## config.mk

```make
export PLATFORM = sky130hd
export DESIGN_NAME = fwp_guard
export DESIGN_NICKNAME = d
export VERILOG_FILES = /design/src/rtl/fwp_pkg.sv /design/src/rtl/fwp_cfg_decode.sv /design/src/rtl/fwp_ctrl_reg.sv /design/src/rtl/fwp_access_gate.sv /design/src/rtl/fwp_guard.sv
export SDC_FILE = /design/constraint.sdc
export NUM_CORES = 1
export LEC_CHECK = 0
export BUFFER_PORTS_ARGS = -buffer_cell sky130_fd_sc_hd__buf_2
export CORE_ASPECT_RATIO = 0.8
export CORE_UTILIZATION = 25
export CTS_CLUSTER_DIAMETER = 40
export DETAILED_ROUTE_END_ITERATION = 8
export HOLD_SLACK_MARGIN = 0.05
export PLACE_DENSITY = 0.8
export SLEW_MARGIN = 20
export SYNTH_ARGS = -nofsm -noshare
export SYNTH_HDL_FRONTEND = slang
export SYNTH_HIERARCHICAL = 1
export SYNTH_SLANG_ARGS = --single-unit
```

## constraint.sdc

```tcl
create_clock -name clk -period 1.8 [get_ports clk]
set_input_delay 0.36 -clock clk [delete_from_list [all_inputs] [get_ports clk]]
set_output_delay 0.36 -clock clk [all_outputs]
set_load 0.01 [all_outputs]
```

## src/rtl/fwp_pkg.sv

```systemverilog
package fwp_pkg;
   localparam int WEN_BIT  = 0;
   localparam int LOCK_BIT = 1;
   localparam int DROP_BIT = 0;

   typedef enum logic [1:0] {
      SEL_NONE = 2'd0,
      SEL_CTRL = 2'd1,
      SEL_STAT = 2'd2
   } fwp_sel_e;
endpackage

```

## src/rtl/fwp_cfg_decode.sv

```systemverilog
module fwp_cfg_decode
   import fwp_pkg::*;
#(
   parameter int          CFG_AW    = 8,
   parameter int          REG_W     = 16,
   parameter int unsigned CTRL_ADDR = 'h4E,
   parameter int unsigned STAT_ADDR = 'h50
) (
   input  logic [CFG_AW-1:0] cfg_addr,
   input  logic              cfg_wr,
   input  logic [REG_W-1:0]  ctrl_val,
   input  logic              drop_val,
   output logic              wr_ctrl,
   output logic              wr_stat,
   output logic [REG_W-1:0]  rdata
);
   localparam logic [CFG_AW-1:0] CTRL_A = CFG_AW'(CTRL_ADDR);
   localparam logic [CFG_AW-1:0] STAT_A = CFG_AW'(STAT_ADDR);

   fwp_sel_e sel;

   always_comb begin
      if (cfg_addr == CTRL_A)      sel = SEL_CTRL;
      else if (cfg_addr == STAT_A) sel = SEL_STAT;
      else                         sel = SEL_NONE;
   end

   assign wr_ctrl = cfg_wr && (sel == SEL_CTRL);
   assign wr_stat = cfg_wr && (sel == SEL_STAT);

   always_comb begin
      unique case (sel)
         SEL_CTRL: rdata = ctrl_val;
         SEL_STAT: rdata = {{(REG_W-1){1'b0}}, drop_val};
         default:  rdata = '0;
      endcase
   end
endmodule

```

## src/rtl/fwp_ctrl_reg.sv

```systemverilog
module fwp_ctrl_reg
   import fwp_pkg::*;
#(
   parameter int REG_W = 16
) (
   input  logic               clk,
   input  logic               rst_n,
   input  logic               wr_ctrl,
   input  logic               wr_stat,
   input  logic [REG_W-1:0]   wdata,
   input  logic [REG_W/8-1:0] be,
   input  logic               drop_set,
   output logic [REG_W-1:0]   ctrl,
   output logic               drop,
   output logic               smi
);
   localparam int               LANES   = REG_W / 8;
   localparam logic [REG_W-1:0] RW_MASK = REG_W'(2'b11);

   logic [REG_W-1:0] lane_mask;
   logic [REG_W-1:0] merged;
   logic [REG_W-1:0] ctrl_q, ctrl_d;
   logic             drop_q, drop_clr;
   logic             smi_q, smi_d;

   for (genvar g = 0; g < LANES; g++) begin : g_lane
      assign lane_mask[8*g +: 8] = {8{be[g]}};
   end

   assign merged = ((ctrl_q & ~lane_mask) | (wdata & lane_mask)) & RW_MASK;

   always_comb begin
      ctrl_d = ctrl_q;
      if (wr_ctrl) begin
         ctrl_d           = merged;
         ctrl_d[LOCK_BIT] = ctrl_q[LOCK_BIT] | merged[LOCK_BIT];
      end
   end

   assign smi_d    = wr_ctrl && ctrl_q[LOCK_BIT] && !ctrl_q[WEN_BIT] && ctrl_d[WEN_BIT];
   assign drop_clr = wr_stat && be[0] && wdata[DROP_BIT];

   always_ff @(posedge clk or negedge rst_n) begin
      if (!rst_n) begin
         ctrl_q <= '0;
         drop_q <= 1'b0;
         smi_q  <= 1'b0;
      end else begin
         ctrl_q <= ctrl_d;
         drop_q <= drop_set | (drop_q & ~drop_clr);
         smi_q  <= smi_d;
      end
   end

   assign ctrl = ctrl_q;
   assign drop = drop_q;
   assign smi  = smi_q;

   assert_lock_sticky_R3: assert property (@(posedge clk) disable iff (!rst_n)
      ctrl_q[LOCK_BIT] |=> ctrl_q[LOCK_BIT]);
   assert_smi_cause_R7: assert property (@(posedge clk) disable iff (!rst_n)
      smi_q |-> ($past(ctrl_q[LOCK_BIT]) && ctrl_q[WEN_BIT] && !$past(ctrl_q[WEN_BIT])));
   assert_smi_single_R7: assert property (@(posedge clk) disable iff (!rst_n)
      smi_q |=> !smi_q);
   assert_lane_gate_R10: assert property (@(posedge clk) disable iff (!rst_n)
      (wr_ctrl && !be[0]) |=> (ctrl_q == $past(ctrl_q)));
   assert_resvd_zero_R2: assert property (@(posedge clk) disable iff (!rst_n)
      ctrl_q[REG_W-1:2] == '0);
endmodule

```

## src/rtl/fwp_access_gate.sv

```systemverilog
module fwp_access_gate #(
   parameter int FL_AW = 24,
   parameter int FL_DW = 8
) (
   input  logic             clk,
   input  logic             rst_n,
   input  logic             wen,
   input  logic             req_valid,
   input  logic             req_write,
   input  logic [FL_AW-1:0] req_addr,
   input  logic [FL_DW-1:0] req_wdata,
   output logic             req_ready,
   output logic             fl_valid,
   output logic             fl_write,
   output logic [FL_AW-1:0] fl_addr,
   output logic [FL_DW-1:0] fl_wdata,
   input  logic             fl_ready,
   output logic             blocked
);
   assign blocked   = req_valid && req_write && !wen;
   assign fl_valid  = req_valid && !blocked;
   assign fl_write  = req_write;
   assign fl_addr   = req_addr;
   assign fl_wdata  = req_wdata;
   assign req_ready = blocked || fl_ready;

   assert_no_locked_write_R5: assert property (@(posedge clk) disable iff (!rst_n)
      (fl_valid && fl_write) |-> wen);
   assert_fwd_needs_req_R6: assert property (@(posedge clk) disable iff (!rst_n)
      fl_valid |-> req_valid);
   assert_drop_completes_R5: assert property (@(posedge clk) disable iff (!rst_n)
      (req_valid && !fl_valid) |-> req_ready);
endmodule

```

## src/rtl/fwp_guard.sv

```systemverilog
module fwp_guard #(
   parameter int          CFG_AW    = 8,
   parameter int          REG_W     = 16,
   parameter int unsigned CTRL_ADDR = 'h4E,
   parameter int unsigned STAT_ADDR = 'h50,
   parameter int          FL_AW     = 24,
   parameter int          FL_DW     = 8
) (
   input  logic               clk,
   input  logic               rst_n,
   input  logic [CFG_AW-1:0]  cfg_addr,
   input  logic               cfg_wr,
   input  logic [REG_W/8-1:0] cfg_be,
   input  logic [REG_W-1:0]   cfg_wdata,
   output logic [REG_W-1:0]   cfg_rdata,
   input  logic               req_valid,
   input  logic               req_write,
   input  logic [FL_AW-1:0]   req_addr,
   input  logic [FL_DW-1:0]   req_wdata,
   output logic               req_ready,
   output logic               fl_valid,
   output logic               fl_write,
   output logic [FL_AW-1:0]   fl_addr,
   output logic [FL_DW-1:0]   fl_wdata,
   input  logic               fl_ready,
   output logic               smi_pulse
);
   if (REG_W < 8 || (REG_W % 8) != 0) begin : g_bad_width
      $error("REG_W must be a positive multiple of 8");
   end
   if (CTRL_ADDR == STAT_ADDR) begin : g_bad_addr
      $error("CTRL_ADDR and STAT_ADDR must differ");
   end
   if (CTRL_ADDR >= (1 << CFG_AW) || STAT_ADDR >= (1 << CFG_AW)) begin : g_bad_range
      $error("register addresses exceed CFG_AW");
   end
   if (FL_AW < 1 || FL_DW < 1) begin : g_bad_flash
      $error("flash widths must be positive");
   end

   logic             wr_ctrl, wr_stat, drop, blocked;
   logic [REG_W-1:0] ctrl;

   fwp_cfg_decode #(
      .CFG_AW(CFG_AW), .REG_W(REG_W), .CTRL_ADDR(CTRL_ADDR), .STAT_ADDR(STAT_ADDR)
   ) u_dec (
      .cfg_addr(cfg_addr), .cfg_wr(cfg_wr), .ctrl_val(ctrl), .drop_val(drop),
      .wr_ctrl(wr_ctrl), .wr_stat(wr_stat), .rdata(cfg_rdata)
   );

   fwp_ctrl_reg #(.REG_W(REG_W)) u_reg (
      .clk(clk), .rst_n(rst_n), .wr_ctrl(wr_ctrl), .wr_stat(wr_stat),
      .wdata(cfg_wdata), .be(cfg_be), .drop_set(blocked),
      .ctrl(ctrl), .drop(drop), .smi(smi_pulse)
   );

   fwp_access_gate #(.FL_AW(FL_AW), .FL_DW(FL_DW)) u_gate (
      .clk(clk), .rst_n(rst_n), .wen(ctrl[fwp_pkg::WEN_BIT]),
      .req_valid(req_valid), .req_write(req_write), .req_addr(req_addr),
      .req_wdata(req_wdata), .req_ready(req_ready), .fl_valid(fl_valid),
      .fl_write(fl_write), .fl_addr(fl_addr), .fl_wdata(fl_wdata),
      .fl_ready(fl_ready), .blocked(blocked)
   );

   assert_drop_sticky_R9: assert property (@(posedge clk) disable iff (!rst_n)
      blocked |=> drop);
endmodule

```

==> Word-level counts from Yosys, hierarchy flattened <==
Cells that the tools add are included.
{ "totals": {"out_inout_bits": 52, "inputBits": 64, "reg_bits": 4} }
{ "op_classes": {"eq_ne": 4, "bitwise_logic": 8, "muxes": 4, "reduce_logical": 13} }
{ "op_table": {"columns": ["cell", "n"], "rows": [
  ["8-bit by 7-bit == test with 1-bit output (second input constant)", 2],
  ["1-bit logical AND", 10],
  ["2-bit bitwise AND", 2],
  ["2-bit 2-to-1 mux", 2],
  ["2-bit one-hot mux with 2 select lines", 1],
  ["2-bit by 1-bit == test with 1-bit output (second input constant)", 1],
  ["2-bit == test (second input constant)", 1],
  ["1-bit logical NOT", 2],
  ["2-bit NOT", 1],
  ["1-bit OR", 2],
  ["2-bit OR", 1],
  ["1-bit bitwise AND", 1],
  ["1-bit logical OR", 1],
  ["1-bit 2-to-1 mux", 1],
  ["1-bit NOT", 1]
]} }

==> Longest topological paths before layout <==
{ "logic_depth": {"depth_word": 10, "ltp_mapped": 5, "ltp_nobuf": 5} }

==> By module <==
The synthesis kept the hierarchy.
{ "modules_own_cells": {"columns": ["module", "n_inst", "cells_per_inst", "area_per_inst_um2"], "rows": [
  ["fwp_access_gate", 1, 37, 274.0],
  ["fwp_ctrl_reg", 1, 26, 260.2],
  ["fwp_cfg_decode", 1, 26, 192.7]
]} }

==> Worst setup path before layout <==
No wires, ideal clock.
{ "synth_path": {"kind": "input port to output port", "from": "input port cfg_addr[0]", "to": "output port cfg_rdata[1]", "arrival_ns": 1.351, "cell_stages": 4, "setup_slack_ns": 0.089, "required_ns": 1.440, "cell_sequence": "or4b_4 > nor2_4 > buf_6 > and2_1"} }
{ "synth_via": {"elab_chain_cells": 5, "word_cells_on_any_way": 7} }
{ "synth_rtl": {"columns": ["item", "line", "source"], "rows": [
  ["start, declared", "fwp_guard.sv:11", "input logic [CFG_AW-1:0] cfg_addr,"],
  ["8-bit by 7-bit == test with 1-bit output", "fwp_cfg_decode.sv:24", "else if (cfg_addr == STAT_A) sel = SEL_STAT;"],
  ["2-bit 2-to-1 mux", "fwp_cfg_decode.sv:24", null],
  ["2-bit 2-to-1 mux (*)", "fwp_cfg_decode.sv:23", "if (cfg_addr == CTRL_A) sel = SEL_CTRL;"],
  ["2-bit == test or 2-bit by 1-bit == test with 1-bit output (tied branches)", "fwp_cfg_decode.sv:32", "unique case (sel)"],
  ["2-bit one-hot mux with 2 select lines (*)", "fwp_cfg_decode.sv:32", null],
  ["end, declared", "fwp_guard.sv:15", "output logic [REG_W-1:0] cfg_rdata,"]
]} }
Every way passes the cells marked *; elsewhere a longest branch is shown, timed or not.

==> Worst setup path after layout <==
{ "layout_path": {"from": "input port cfg_addr[7]", "to": "output port cfg_rdata[1]"} }
The elaborated chain is that of the path after synthesis.

==> reports/qor.csv <==
stage,metric,value,unit
logic_synthesis,ys_types,23,
global_route,grt_pass1_wl,1.47,mm
global_route,antenna_found_initial,0,
clock_network,cts_root_buffer,clkbuf_4,
pwr,p_per_area,375,mW/mm^2
setup_path,critPathCaptureType,primary output,
setup_path,crit_path_max_fanout,4,
sta,max_freq,573,MHz
sta,clock_skew,0.000176,ns
setup_path,worstSetupStartpointType,primary input,
pwr,power,0.248,mW
floorplan,num_io_pins,116,
setup_path,critPathKind,in -> out,
sta,hold-worst-slack,0.364,ns
finish,post_route_cells_drive_above_1_share,0.558,
detailed_routing,wl_per_cell,7.97,um
setup_path,cp_common_cell,buf_6,
floorplan,die_x,62.3,um
finish,final_cell_mix,"20 x buf_2, 14 x conb_1, 12 x and2_2",
finish,nNetsFinal,152,
global_route,grt_usage,0.0633,
detailed_routing,routed_via_density,3.44,
clock_network,cts_sinks,4,
logic_synthesis,syn-cell-area,727,sq um
min_path,hold_path_end,u_reg/ctrl[1],
setup_path,ff2ff_setup_slack,0.91,ns
sta,hold_viol,0,
min_path,holdCritStartpoint,cfg_wdata[1],
sta,slew_viol_final,0,
outcome,status,completed,
detailed_routing,drt_iter0_markers,16,
clock_network,htreeDepth,1,
sta,grt_setup_unrepaired,false,
clock_network,clock_latency,0.23,ns
setup_path,required,1.44,ns
floorplan,die_area,0.00313,sq mm
setup_path,crit_path_cell_trace,"buf_6, or4b_4, nor2_4, and2_4, buf_6",
finish,layoutNonFillerInstCount,124,
pwr,p_leak,0.335,nW
placement,place_ws,-0.0407,ns
sta,fin_tns_setup,0,ns
global_route,grt_max_degree,10,
clock_network,clockBufferDepth,2,
placement,hpwl,815,um
logic_synthesis,synthCells,89,
setup_path,slowest_delay,0.54,ns
logic_synthesis,synth-seq-cells,4,
finish,fin_util,0.239,
clock_network,clk_pin_slew,0.04,ns
global_route,grt_overflow,0,
detailed_routing,vias,426,
placement,placed_area,599,sq um
setup_path,worstRegToRegCells,2,
logic_synthesis,seq_area_frac_synth,0.138,
flow_run,cap_violations,0,
logic_synthesis,yosys_warnings,6,
floorplan,coreArea,0.00277,sq mm
placement,post-place-cells,118,
logic_synthesis,syn_area_per_cell,8.17,sq um
clock_network,cts_tree,yes,
detailed_routing,routed_wl,988,um
finish,antenna_cells,0,
floorplan,chipHeight,50.2,um
floorplan,row_count,17,
placement,globalplace.congestion,0.684,
detailed_routing,postRouteAntennaNets,0,
min_path,min_path_cells,2,
sta,post-route-period-util,0.970,
setup_path,rr_endpoint,u_reg/drop,
finish,fin_area,662,sq um
pwr,ir_worst_vdd,133,uV
placement,portBuffers,22,
min_path,hold_path_class,in -> reg,
sta,fin_ws,0.0538,ns
clock_network,cts_inserted_buffers,3,
setup_path,cp.arrival,1.39,ns
finish,area_growth,-8.95,%
setup_path,cpMaxStageDelayCell,or4b_4,
sta,setup_viol,0,
setup_path,r2r_start,u_reg/ctrl[0],
floorplan,start_util,0.263,
finish,layout_commonest_cell,buf_2,
detailed_routing,firstDrtPassIters,3,
sta,min_period,1.75,ns
detailed_routing,drcViolationCount,0,
global_route,grt_pass1_vias,334,
==> sequential cells by signal (all words and copies together) (netlist names) <==
name        cells
u_reg/smi       1
u_reg/drop      1
u_reg/ctrl      2
==> layout make-up <==
type	instances	area, sq um
Fill cell	325	2100
Multi-Input combinational cell	48	307
Timing Repair Buffer	29	178
Sequential cell	4	100
Tap cell	38	47.5
Clock buffer	3	22.5
Inverter	2	7.51
==> worst max path at each step <==
stage                      from       endpoint  depth (start not counted)
floorplan           cfg_addr[0]   cfg_rdata[1]                          4
global placement    cfg_addr[0]  u_reg/ctrl[0]                          6
detailed placement  cfg_addr[0]  u_reg/ctrl[0]                          6
CTS                 cfg_addr[0]   cfg_rdata[1]                          5
global route        cfg_addr[7]   cfg_rdata[1]                          5
finish              cfg_addr[7]   cfg_rdata[1]                          5
==> power breakdown <==
group | total, mW | internal (mW) | switching, mW | leakage, nW
clock | 0.111 | 0.0745 | 0.0362 | 0.0138
sequential | 0.0931 | 0.0917 | 0.00141 | 0.0505
combinational | 0.0446 | 0.0258 | 0.0188 | 0.270
==> worst max-delay path, delay by kind of cell <==
family / cells / cell delay [ns]
buf+inv: 2 / 0.18
simple gates: 3 / 0.84
==> logic make-up after synthesis <==
kind of cell,count (synthesis),share of synthesized area
buffers and inverters,50,0.511
DFF,4,0.138
muxes,1,0.0206
AOI/OAI and AO/OA,4,0.0448
other,1,0.00516
and+or+nand+nor,29,0.281
==> what timing repair did <==
item | CTS | global route
buffers inserted | 0 | 2
resized for setup | 0 | 3
pin swaps | 1 | 3
setup endpoints to repair | 1 | 1
cloned | 0 | 0
hold buffers | 1 | 0
endpoints found under the hold margin | 4 | 0
==> synth_stat cells (all sizes together) <==
cell type	count	share of area
mux2	1	0.021
inv	2	0.010
nor4b	1	0.012
and3b	1	0.012
a21boi	1	0.010
a21o	1	0.010
and2	16	0.16
a2bb2oi	1	0.012
a31o	1	0.012
nor3	1	0.0069
conb	1	0.0052
nand4b	1	0.012
nand3	1	0.0069
or4b	1	0.019
or2	1	0.0086
buf	48	0.50
dfrtp	4	0.14
nor2	3	0.026
nand2	3	0.019
==> per-layer routing <==
metal	global-route usage	part of all wire	up-vias	wire, um
met3	0.0386	0.11	2	110
met5	0	0	-	0
met4	0.0543	0.0061	0	6
met2	0.0842	0.45	30	445
li1	-	-	216	-
met1	0.0706	0.43	178	426
No activity file was read; power rests on OpenSTA's default activity.
